### src/rtl/spi_seq_pkg.sv
package spi_seq_pkg;

    typedef enum logic [2:0] {
        S_IDLE  = 3'd0,
        S_FETCH = 3'd1,
        S_SHIFT = 3'd2,
        S_PAUSE = 3'd3,
        S_FIN   = 3'd4
    } seq_state_t;

    typedef struct packed {
        logic started;
        logic endtx;
        logic endrx;
        logic fin;
        logic stopped;
    } seq_ev_t;

    function automatic int unsigned umax(input int unsigned a, input int unsigned b);
        return (a > b) ? a : b;
    endfunction

endpackage

### src/rtl/spi_seq_amount.sv
module spi_seq_amount #(
    parameter int CNT_W = 16
) (
    input  logic             clk,
    input  logic             rst,
    input  logic             clr_i,
    input  logic             inc_i,
    output logic [CNT_W-1:0] cnt_o
);

    always_ff @(posedge clk) begin
        if (rst || clr_i) cnt_o <= '0;
        else if (inc_i)   cnt_o <= cnt_o + CNT_W'(1);
    end

    // each counted byte adds exactly one
    assert_amount_step_R11: assert property (@(posedge clk) disable iff (rst)
        (inc_i && !clr_i) |=> (cnt_o == CNT_W'($past(cnt_o) + CNT_W'(1))));

endmodule

### src/rtl/spi_seq_dcx.sv
module spi_seq_dcx #(
    parameter int CNT_W = 16,
    parameter int CMD_W = 4
) (
    input  logic             clk,
    input  logic             rst,
    input  logic             active_i,
    input  logic [CNT_W-1:0] idx_i,
    input  logic [CMD_W-1:0] cmd_cnt_i,
    output logic             dcx_o
);

    localparam logic [CMD_W-1:0] ALL_CMD = '1;

    logic [CMD_W-1:0] cmd_q;
    logic             is_cmd;

    // setting is sampled only while no transaction runs
    always_ff @(posedge clk) begin
        if (rst)            cmd_q <= '0;
        else if (!active_i) cmd_q <= cmd_cnt_i;
    end

    always_comb begin
        is_cmd = (cmd_q == ALL_CMD) || (idx_i < CNT_W'(cmd_q));
        dcx_o  = active_i ? !is_cmd : 1'b1;
    end

    // within a transaction the level only moves with the byte index
    assert_dcx_hold_R8: assert property (@(posedge clk) disable iff (rst)
        (active_i && $past(active_i) && (idx_i == $past(idx_i))) |-> (dcx_o == $past(dcx_o)));

endmodule

### src/rtl/spi_seq_core.sv
module spi_seq_core
    import spi_seq_pkg::*;
#(
    parameter int CNT_W  = 16,
    parameter int BYTE_W = 8
) (
    input  logic              clk,
    input  logic              rst,
    input  logic              start_i,
    input  logic              stop_i,
    input  logic              suspend_i,
    input  logic              resume_i,
    input  logic              short_i,
    input  logic [CNT_W-1:0]  cfg_tx_len_i,
    input  logic [CNT_W-1:0]  cfg_rx_len_i,
    input  logic [BYTE_W-1:0] cfg_orc_i,
    output logic              tx_req_o,
    input  logic              tx_valid_i,
    input  logic [BYTE_W-1:0] tx_data_i,
    output logic              eng_start_o,
    output logic [BYTE_W-1:0] eng_data_o,
    input  logic              eng_done_i,
    input  logic [BYTE_W-1:0] eng_rx_i,
    output logic              rx_wr_o,
    output logic [BYTE_W-1:0] rx_data_o,
    output seq_ev_t           ev_o,
    output logic              active_o,
    output logic [CNT_W-1:0]  idx_o,
    output logic              clr_o,
    output logic              tx_inc_o,
    output logic              rx_inc_o
);

    localparam int CW1 = CNT_W + 1;

    seq_state_t        st;
    logic [CNT_W-1:0]  idx, tx_len_q, rx_len_q, total_q;
    logic [BYTE_W-1:0] orc_q, eng_data_q, rx_data_q;
    logic              eng_start_q, rx_wr_q;
    logic              stop_pend, susp_pend, txdone_f, rxdone_f;
    seq_ev_t           ev_q;

    logic              go, need_tx, last, halt, byte_done;
    logic [CW1-1:0]    idx_p1;

    always_comb begin
        idx_p1    = CW1'(idx) + CW1'(1);
        need_tx   = idx < tx_len_q;
        last      = idx_p1 == CW1'(total_q);
        byte_done = (st == S_SHIFT) && eng_done_i;
        go        = (st == S_IDLE) && !stop_i && (start_i || (ev_q.fin && short_i));
        halt      = ((st == S_FETCH) && stop_pend)
                 || ((st == S_PAUSE) && (stop_pend || stop_i))
                 || (byte_done && (stop_pend || stop_i) && !last);
        tx_req_o  = (st == S_FETCH) && need_tx && !stop_pend && !susp_pend;
    end

    always_ff @(posedge clk) begin
        if (rst) begin
            st          <= S_IDLE;
            idx         <= '0;
            tx_len_q    <= '0;
            rx_len_q    <= '0;
            total_q     <= '0;
            orc_q       <= '0;
            eng_data_q  <= '0;
            rx_data_q   <= '0;
            eng_start_q <= 1'b0;
            rx_wr_q     <= 1'b0;
            stop_pend   <= 1'b0;
            susp_pend   <= 1'b0;
            txdone_f    <= 1'b0;
            rxdone_f    <= 1'b0;
            ev_q        <= '0;
        end else begin
            eng_start_q <= 1'b0;
            rx_wr_q     <= 1'b0;
            ev_q        <= '0;
            if (stop_i && (st != S_IDLE)) stop_pend <= 1'b1;
            if (suspend_i && ((st == S_FETCH) || (st == S_SHIFT))) susp_pend <= 1'b1;

            unique case (st)
                S_IDLE: begin
                    if (stop_i) begin
                        ev_q.stopped <= 1'b1;
                    end else if (go) begin
                        tx_len_q     <= cfg_tx_len_i;
                        rx_len_q     <= cfg_rx_len_i;
                        total_q      <= CNT_W'(umax(int'(cfg_tx_len_i), int'(cfg_rx_len_i)));
                        orc_q        <= cfg_orc_i;
                        idx          <= '0;
                        txdone_f     <= 1'b0;
                        rxdone_f     <= 1'b0;
                        stop_pend    <= 1'b0;
                        susp_pend    <= 1'b0;
                        ev_q.started <= 1'b1;
                        st           <= S_FETCH;
                    end
                end
                S_FETCH: begin
                    if (!stop_pend) begin
                        if (susp_pend) begin
                            st <= S_PAUSE;
                        end else if (!need_tx || tx_valid_i) begin
                            eng_data_q  <= need_tx ? tx_data_i : orc_q;
                            eng_start_q <= 1'b1;
                            st          <= S_SHIFT;
                        end
                    end
                end
                S_SHIFT: begin
                    if (eng_done_i) begin
                        idx <= CNT_W'(idx_p1);
                        if (idx < rx_len_q) begin
                            rx_wr_q   <= 1'b1;
                            rx_data_q <= eng_rx_i;
                        end
                        if (!txdone_f && (idx_p1 == CW1'(tx_len_q))) begin
                            ev_q.endtx <= 1'b1;
                            txdone_f   <= 1'b1;
                        end
                        if (!rxdone_f && (idx_p1 == CW1'(rx_len_q))) begin
                            ev_q.endrx <= 1'b1;
                            rxdone_f   <= 1'b1;
                        end
                        if (last)                          st <= S_FIN;
                        else if (susp_pend || suspend_i)   st <= S_PAUSE;
                        else                               st <= S_FETCH;
                    end
                end
                S_PAUSE: begin
                    if (resume_i) begin
                        susp_pend <= 1'b0;
                        st        <= S_FETCH;
                    end
                end
                S_FIN: begin
                    ev_q.fin <= 1'b1;
                    if (stop_pend || stop_i) ev_q.stopped <= 1'b1;
                    stop_pend <= 1'b0;
                    susp_pend <= 1'b0;
                    st        <= S_IDLE;
                end
                default: st <= S_IDLE;
            endcase

            // graceful halt with forced side-end events
            if (halt) begin
                st           <= S_IDLE;
                ev_q.stopped <= 1'b1;
                ev_q.endtx   <= !txdone_f;
                ev_q.endrx   <= !rxdone_f;
                txdone_f     <= 1'b1;
                rxdone_f     <= 1'b1;
                stop_pend    <= 1'b0;
                susp_pend    <= 1'b0;
            end
        end
    end

    always_comb begin
        eng_start_o = eng_start_q;
        eng_data_o  = eng_data_q;
        rx_wr_o     = rx_wr_q;
        rx_data_o   = rx_data_q;
        ev_o        = ev_q;
        active_o    = (st == S_FETCH) || (st == S_SHIFT) || (st == S_PAUSE);
        idx_o       = idx;
        clr_o       = go;
        tx_inc_o    = byte_done && need_tx;
        rx_inc_o    = byte_done && (idx < rx_len_q);
    end

    // completion only after both sides have reported
    assert_end_after_both_R4: assert property (@(posedge clk) disable iff (rst)
        ev_q.fin |-> (txdone_f && rxdone_f));

    // a sink write never takes the index past the receive count
    assert_rx_bound_R3: assert property (@(posedge clk) disable iff (rst)
        rx_wr_q |-> (idx <= rx_len_q));

    // stop while idle answers on the next cycle
    assert_stop_idle_R5: assert property (@(posedge clk) disable iff (rst)
        ((st == S_IDLE) && stop_i) |=> ev_q.stopped);

    // a paused transfer stays paused until resume or stop
    assert_pause_hold_R7: assert property (@(posedge clk) disable iff (rst)
        ((st == S_PAUSE) && !resume_i && !stop_i && !stop_pend) |=> (st == S_PAUSE));

    // normal completion after exactly the larger count
    assert_total_R1: assert property (@(posedge clk) disable iff (rst)
        (st == S_FIN) |-> (idx == total_q));

endmodule

### src/rtl/spi_byte_seq.sv
module spi_byte_seq
    import spi_seq_pkg::*;
#(
    parameter int CNT_W  = 16,
    parameter int BYTE_W = 8,
    parameter int CMD_W  = 4
) (
    input  logic              clk,
    input  logic              rst,
    input  logic              start_i,
    input  logic              stop_i,
    input  logic              suspend_i,
    input  logic              resume_i,
    input  logic              short_restart_i,
    input  logic [CNT_W-1:0]  cfg_tx_len_i,
    input  logic [CNT_W-1:0]  cfg_rx_len_i,
    input  logic [BYTE_W-1:0] cfg_orc_i,
    input  logic [CMD_W-1:0]  cfg_cmd_cnt_i,
    output logic              tx_req_o,
    input  logic              tx_valid_i,
    input  logic [BYTE_W-1:0] tx_data_i,
    output logic              eng_start_o,
    output logic [BYTE_W-1:0] eng_data_o,
    input  logic              eng_done_i,
    input  logic [BYTE_W-1:0] eng_rx_i,
    output logic              rx_wr_o,
    output logic [BYTE_W-1:0] rx_data_o,
    output logic              dcx_o,
    output logic              ev_started_o,
    output logic              ev_endtx_o,
    output logic              ev_endrx_o,
    output logic              ev_end_o,
    output logic              ev_stopped_o,
    output logic [CNT_W-1:0]  tx_amount_o,
    output logic [CNT_W-1:0]  rx_amount_o
);

    localparam int NSIDE = 2;

    seq_ev_t          ev;
    logic             active, clr, tx_inc, rx_inc;
    logic [CNT_W-1:0] idx;
    logic [NSIDE-1:0] side_inc;
    logic [CNT_W-1:0] side_cnt [NSIDE];

    spi_seq_core #(.CNT_W(CNT_W), .BYTE_W(BYTE_W)) core_i (
        .clk          (clk),
        .rst          (rst),
        .start_i      (start_i),
        .stop_i       (stop_i),
        .suspend_i    (suspend_i),
        .resume_i     (resume_i),
        .short_i      (short_restart_i),
        .cfg_tx_len_i (cfg_tx_len_i),
        .cfg_rx_len_i (cfg_rx_len_i),
        .cfg_orc_i    (cfg_orc_i),
        .tx_req_o     (tx_req_o),
        .tx_valid_i   (tx_valid_i),
        .tx_data_i    (tx_data_i),
        .eng_start_o  (eng_start_o),
        .eng_data_o   (eng_data_o),
        .eng_done_i   (eng_done_i),
        .eng_rx_i     (eng_rx_i),
        .rx_wr_o      (rx_wr_o),
        .rx_data_o    (rx_data_o),
        .ev_o         (ev),
        .active_o     (active),
        .idx_o        (idx),
        .clr_o        (clr),
        .tx_inc_o     (tx_inc),
        .rx_inc_o     (rx_inc)
    );

    spi_seq_dcx #(.CNT_W(CNT_W), .CMD_W(CMD_W)) dcx_i (
        .clk       (clk),
        .rst       (rst),
        .active_i  (active),
        .idx_i     (idx),
        .cmd_cnt_i (cfg_cmd_cnt_i),
        .dcx_o     (dcx_o)
    );

    assign side_inc = {rx_inc, tx_inc};

    for (genvar s = 0; s < NSIDE; s++) begin : g_amount
        spi_seq_amount #(.CNT_W(CNT_W)) amt_i (
            .clk   (clk),
            .rst   (rst),
            .clr_i (clr),
            .inc_i (side_inc[s]),
            .cnt_o (side_cnt[s])
        );
    end

    assign tx_amount_o  = side_cnt[0];
    assign rx_amount_o  = side_cnt[1];
    assign ev_started_o = ev.started;
    assign ev_endtx_o   = ev.endtx;
    assign ev_endrx_o   = ev.endrx;
    assign ev_end_o     = ev.fin;
    assign ev_stopped_o = ev.stopped;

endmodule

### config.mk
export PLATFORM = sky130hd
export DESIGN_NAME = spi_byte_seq
export DESIGN_NICKNAME = d
export VERILOG_FILES = /design/src/rtl/spi_seq_pkg.sv /design/src/rtl/spi_seq_amount.sv /design/src/rtl/spi_seq_dcx.sv /design/src/rtl/spi_seq_core.sv /design/src/rtl/spi_byte_seq.sv
export SDC_FILE = /design/constraint.sdc
export NUM_CORES = 1
export LEC_CHECK = 0
export BUFFER_PORTS_ARGS = -buffer_cell sky130_fd_sc_hd__buf_4
export CAP_MARGIN = 25
export CORE_AREA = 2 2 134 136
export CTS_CLUSTER_SIZE = 14
export DETAILED_ROUTE_END_ITERATION = 10
export DIE_AREA = 0 0 136 138
export GPL_ROUTABILITY_DRIVEN = 0
export HOLD_SLACK_MARGIN = 0.05
export PLACE_DENSITY = 0.77
export REMOVE_ABC_BUFFERS = 1
export SYNTH_ARGS = -nofsm -noshare
export SYNTH_HDL_FRONTEND = slang
export SYNTH_SLANG_ARGS = --single-unit
### constraint.sdc
create_clock -name clk -period 5.85 [get_ports clk]
set_clock_uncertainty 0.05 [all_clocks]
set_input_delay 0 -clock clk [delete_from_list [all_inputs] [get_ports clk]]
set_output_delay 0 -clock clk [all_outputs]
set_load 0.005 [all_outputs]
==> flow_summary.html <==
<table>
<tr><th>Metric</th><th>Value</th></tr>
<tr><th colspan="2">Outcome</th></tr>
<tr><td>Status</td><td>completed</td></tr>
<tr><th colspan="2">Synth</th></tr>
<tr><td>Fraction of synthesis flops using an asynchronous set or reset pin</td><td>0%</td></tr>
<tr><td>Synthesized area per cell</td><td>7.86 µm²</td></tr>
<tr><td>Post-synthesis cell type with the largest combined area</td><td>dfxtp_1</td></tr>
<tr><td>Cell count after synthesis</td><td>1,082</td></tr>
<tr><td>Cell with the most instances after synthesis</td><td>dfxtp_1</td></tr>
<tr><td>Top FF cell, synth</td><td>dfxtp_1</td></tr>
<tr><td>YS warnings</td><td>0</td></tr>
<tr><td>Sequential element share of the synthesized area</td><td>32.5%</td></tr>
<tr><td>Proportion of netlist area held by the largest area contributor</td><td>32.5%</td></tr>
<tr><td>Leading cell types by total area after synthesis</td><td>dfxtp_1, ha_1, a21oi_1</td></tr>
<tr><td>Number of unique standard cell types used by synthesis</td><td>79</td></tr>
<tr><td>Number of enable flip-flop cells after synthesis</td><td>0</td></tr>
<tr><td>Seq cells post-synth</td><td>138</td></tr>
<tr><td>Mapped cell area</td><td>approximately 0.0085 mm²</td></tr>
<tr><td>Post-synth top cells</td><td>dfxtp_1, nand2_1, a21oi_1</td></tr>
<tr><th colspan="2">Worst setup path</th></tr>
<tr><td>Worst Setup Start Kind</td><td>flop</td></tr>
<tr><td>Critical Setup Path Class</td><td>reg -&gt; reg</td></tr>
<tr><td>CP arrival</td><td>3.97 ns</td></tr>
<tr><td>Worst EP required</td><td>6.17 ns</td></tr>
<tr><td>Critical path peak fanout</td><td>20</td></tr>
<tr><td>Endpoint kind of the worst setup timing path</td><td>flop</td></tr>
<tr><th colspan="2">Die</th></tr>
<tr><td>Top-Level Pins</td><td>approximately 130</td></tr>
<tr><td>Area enclosed by the die boundary</td><td>between 0.015 and 0.02 mm²</td></tr>
<tr><td>Chip Height</td><td>138 µm</td></tr>
<tr><td>Core footprint</td><td>0.0175 mm²</td></tr>
<tr><td>Number of rows created at floorplan</td><td>49</td></tr>
<tr><td>Initial Util</td><td>about half</td></tr>
<tr><td>Overall die width</td><td>136 µm</td></tr>
<tr><th colspan="2">Worst hold path</th></tr>
<tr><td>Path class of the lowest-slack min-delay path</td><td>in -&gt; reg</td></tr>
<tr><th colspan="2">Clock network</th></tr>
<tr><td>Number of buffers on the longest clock path</td><td>2</td></tr>
<tr><td>Depth of the CTS H-tree</td><td>4</td></tr>
<tr><td>Later-pin clock latency in the skew report</td><td>~0.44 ns</td></tr>
<tr><td>Clock sink total</td><td>138</td></tr>
<tr><td>Cells resized by post-CTS repair</td><td>0</td></tr>
<tr><td>Clock-pin slew reported for the worst setup and hold paths after clock tree synthesis</td><td>0.06 ns</td></tr>
<tr><td>CTS tree</td><td>yes</td></tr>
<tr><td>Clock root buffer</td><td>clkbuf_16</td></tr>
<tr><td>Clock buffer count from CTS</td><td>17</td></tr>
<tr><th colspan="2">Job</th></tr>
<tr><td>Max-capacitance violation count</td><td>0</td></tr>
<tr><th colspan="2">Placement</th></tr>
<tr><td>DPL Wire Length</td><td>17.3 mm</td></tr>
<tr><td>Port Buf Inserts</td><td>125</td></tr>
<tr><td>Number of cells in the design after placement</td><td>1,375</td></tr>
<tr><th colspan="2">Timing</th></tr>
<tr><td>Slew of the pin with the lowest slew margin</td><td>1.03 ns</td></tr>
<tr><td>RSZ-0062 raised after global routing</td><td>no</td></tr>
<tr><td>Post-route fraction of the period consumed by the critical path</td><td>between 60% and 70%</td></tr>
<tr><td>Setup-failing EPs final</td><td>0</td></tr>
<tr><td>Max-slew violation count</td><td>0</td></tr>
<tr><td>Hold Vio Cnt, Final</td><td>0</td></tr>
<tr><td>Highest attainable clock frequency</td><td>~270 MHz</td></tr>
<tr><td>Setup tns final</td><td>0 ns</td></tr>
<tr><td>Period minus WS final</td><td>3.66 ns</td></tr>
<tr><td>Worst slew margin relative to its limit</td><td>approximately 30%</td></tr>
<tr><th colspan="2">Power</th></tr>
<tr><td>Sw frac</td><td>between 20% and 30%</td></tr>
<tr><td>Internal portion of total power</td><td>~0.0018 W</td></tr>
<tr><td>Proportion of power drawn by the clock network</td><td>39.9%</td></tr>
<tr><td>Comb pwr share</td><td>between 10% and 20%</td></tr>
<tr><td>Reported net switching power</td><td>0.000742 W</td></tr>
<tr><td>Total power consumption of the routed design</td><td>0.00255 W</td></tr>
<tr><td>Max VDD drop</td><td>203 µV</td></tr>
<tr><td>Power per Cell Area</td><td>between 200 and 250 mW/mm²</td></tr>
<tr><td>Share of power burned in registers</td><td>between 40 and 50%</td></tr>
<tr><td>Pleak</td><td>4.57 nW</td></tr>
<tr><th colspan="2">Layout</th></tr>
<tr><td>Number of non-filler instances in the completed layout</td><td>1,513</td></tr>
<tr><td>Number of antenna diodes</td><td>0</td></tr>
<tr><td>Post-layout net count</td><td>1,395</td></tr>
<tr><td>Share of final-layout standard cells stronger than drive strength 1</td><td>between 15 and 20%</td></tr>
<tr><td>Synthesis-to-layout area growth</td><td>30.4%</td></tr>
<tr><td>Utilization after layout</td><td>a little over three fifths</td></tr>
<tr><th colspan="2">Global route</th></tr>
<tr><td>Global-route wire length before repair</td><td>41.3 mm</td></tr>
<tr><td>Sum of overflow across all layers after global routing</td><td>0</td></tr>
<tr><td>GR Util All Layers</td><td>27.3%</td></tr>
<tr><td>Antenna violations before repair</td><td>0</td></tr>
<tr><td>Maximum number of pins on one net before global-route repair</td><td>80</td></tr>
<tr><td>Number of global-route vias before repair</td><td>8,334</td></tr>
<tr><th colspan="2">Route</th></tr>
<tr><td>Final WL</td><td>roughly 26 mm</td></tr>
<tr><td>Iter 0 DRT Violations</td><td>912</td></tr>
<tr><td>Detailed-route via count</td><td>8,807</td></tr>
<tr><td># DRC</td><td>0</td></tr>
<tr><td>Via-to-Cell Ratio</td><td>around 5.8</td></tr>
<tr><td>Avg WL per Cell</td><td>17.1 µm</td></tr>
<tr><td>Remaining antenna violation count after routing</td><td>0</td></tr>
<tr><td>Router iterations before antenna repair</td><td>5</td></tr>
</table>
## final cells by class
| cell class | instances | area (µm²) |
|---|---|---|
| fillers | 1505 | 6440 |
| multi-input cells | 801 | 5150 |
| flip-flops and latches | 138 | 2760 |
| repair buffers | 239 | 2060 |
| clock buffers | 18 | 429 |
| well taps | 229 | 287 |
| inverters | 75 | 282 |
| clock inverters | 13 | 120 |
## power groups by stage
stage / Combinational, W / Sequential, W / Clock, W
after floorplan: 0.000259 / 0.00104 / 0
after global placement: 0.000406 / 0.00105 / 0
after detailed placement: 0.000415 / 0.00105 / 0
after CTS: 0.000490 / 0.00103 / 0.00103
after global routing: 0.000552 / 0.00104 / 0.00107
final: 0.000504 / 0.00103 / 0.00102
## stage by stage
step | setup slack [ns] | area (µm²) | hold slack (ns)
2_1_floorplan | 2.09 | 8180 | 0.0146
3_3_place_gp | 2.79 | 9480 | 0.176
3_5_place_dp | 2.63 | 9480 | 0.193
4_1_cts | 2.28 | 11100 | 0.243
5_1_grt | 1.99 | 11100 | 0.293
6_report | 2.19 | 11100 | 0.280
## cell families after synthesis
group	share of synthesized area, %
muxes	3.54
buffers and inverters	7.16
AOI/OAI and AO/OA	20.0
adders and majority gates	7.94
and+or+nand+nor	23.3
xor gates and xnor gates	5.66
DFF	32.5
## registers in the layout, indices dropped and copies added (netlist names)
| signal | count |
|---|---|
| dcx_i.cmd_q | 4 |
| core_i.susp_pend | 1 |
| core_i.orc_q | 8 |
| core_i.txdone_f | 1 |
| g_amount.amt_i.cnt_o | 32 |
| core_i.eng_start_o | 1 |
| core_i.idx_o | 16 |
| core_i.rx_data_o | 8 |
| core_i.rx_len_q | 16 |
| core_i.ev_o | 5 |
| core_i.total_q | 16 |
| core_i.rx_wr_o | 1 |
| core_i.rxdone_f | 1 |
| core_i.stop_pend | 1 |
| core_i.st | 3 |
| core_i.tx_len_q | 16 |
| core_i.eng_data_o | 8 |
## path summary, 6_finish.rpt
path	start	endpoint	slack, ns	cells after the start
worst min-delay path	eng_done_i	core_i.st[0]	0.28	7
worst max-delay path	core_i.idx_o[1]	core_i.susp_pend	2.19	9
worst min register to register	core_i.rxdone_f	core_i.ev_o[2]	0.38	1
worst max register to register	core_i.idx_o[1]	core_i.susp_pend	2.19	9
## routing by layer
layer	share of wire, %	GRT usage, %
met1	42	35.0
met2	47	44.4
met3	7.1	5.72
met4	4.2	11.2
met5	0	0
## worst max-delay path, cell delays in order, from the launching register on
cell	delay [ns]
dfxtp_1	0.51
ha_1	0.39
nand3_2	0.39
o31a_1	0.44
a211o_1	0.28
a221oi_2	0.26
and3_2	0.29
nand4_4	0.13
a221oi_2	0.28
dlygate4sd3_1	0.58
## timing repair
item | CTS | global route
endpoints found under the hold margin | 87 | 0
buffers inserted | 0 | 0
hold buffers | 107 | 0
setup endpoints to repair | 0 | 0
## cells in the final DEF, fill, tap and decap left out, types with 43 or more instances in the layout
cell type      count
a21oi_1          119
buf_4            132
dfxtp_1          138
dlygate4sd3_1    107
ha_1              54
inv_1             74
nand2_1          121
nor2_1            95
o21ai_0           60
xnor2_1           43
No activity file was read; power rests on OpenSTA's default activity.
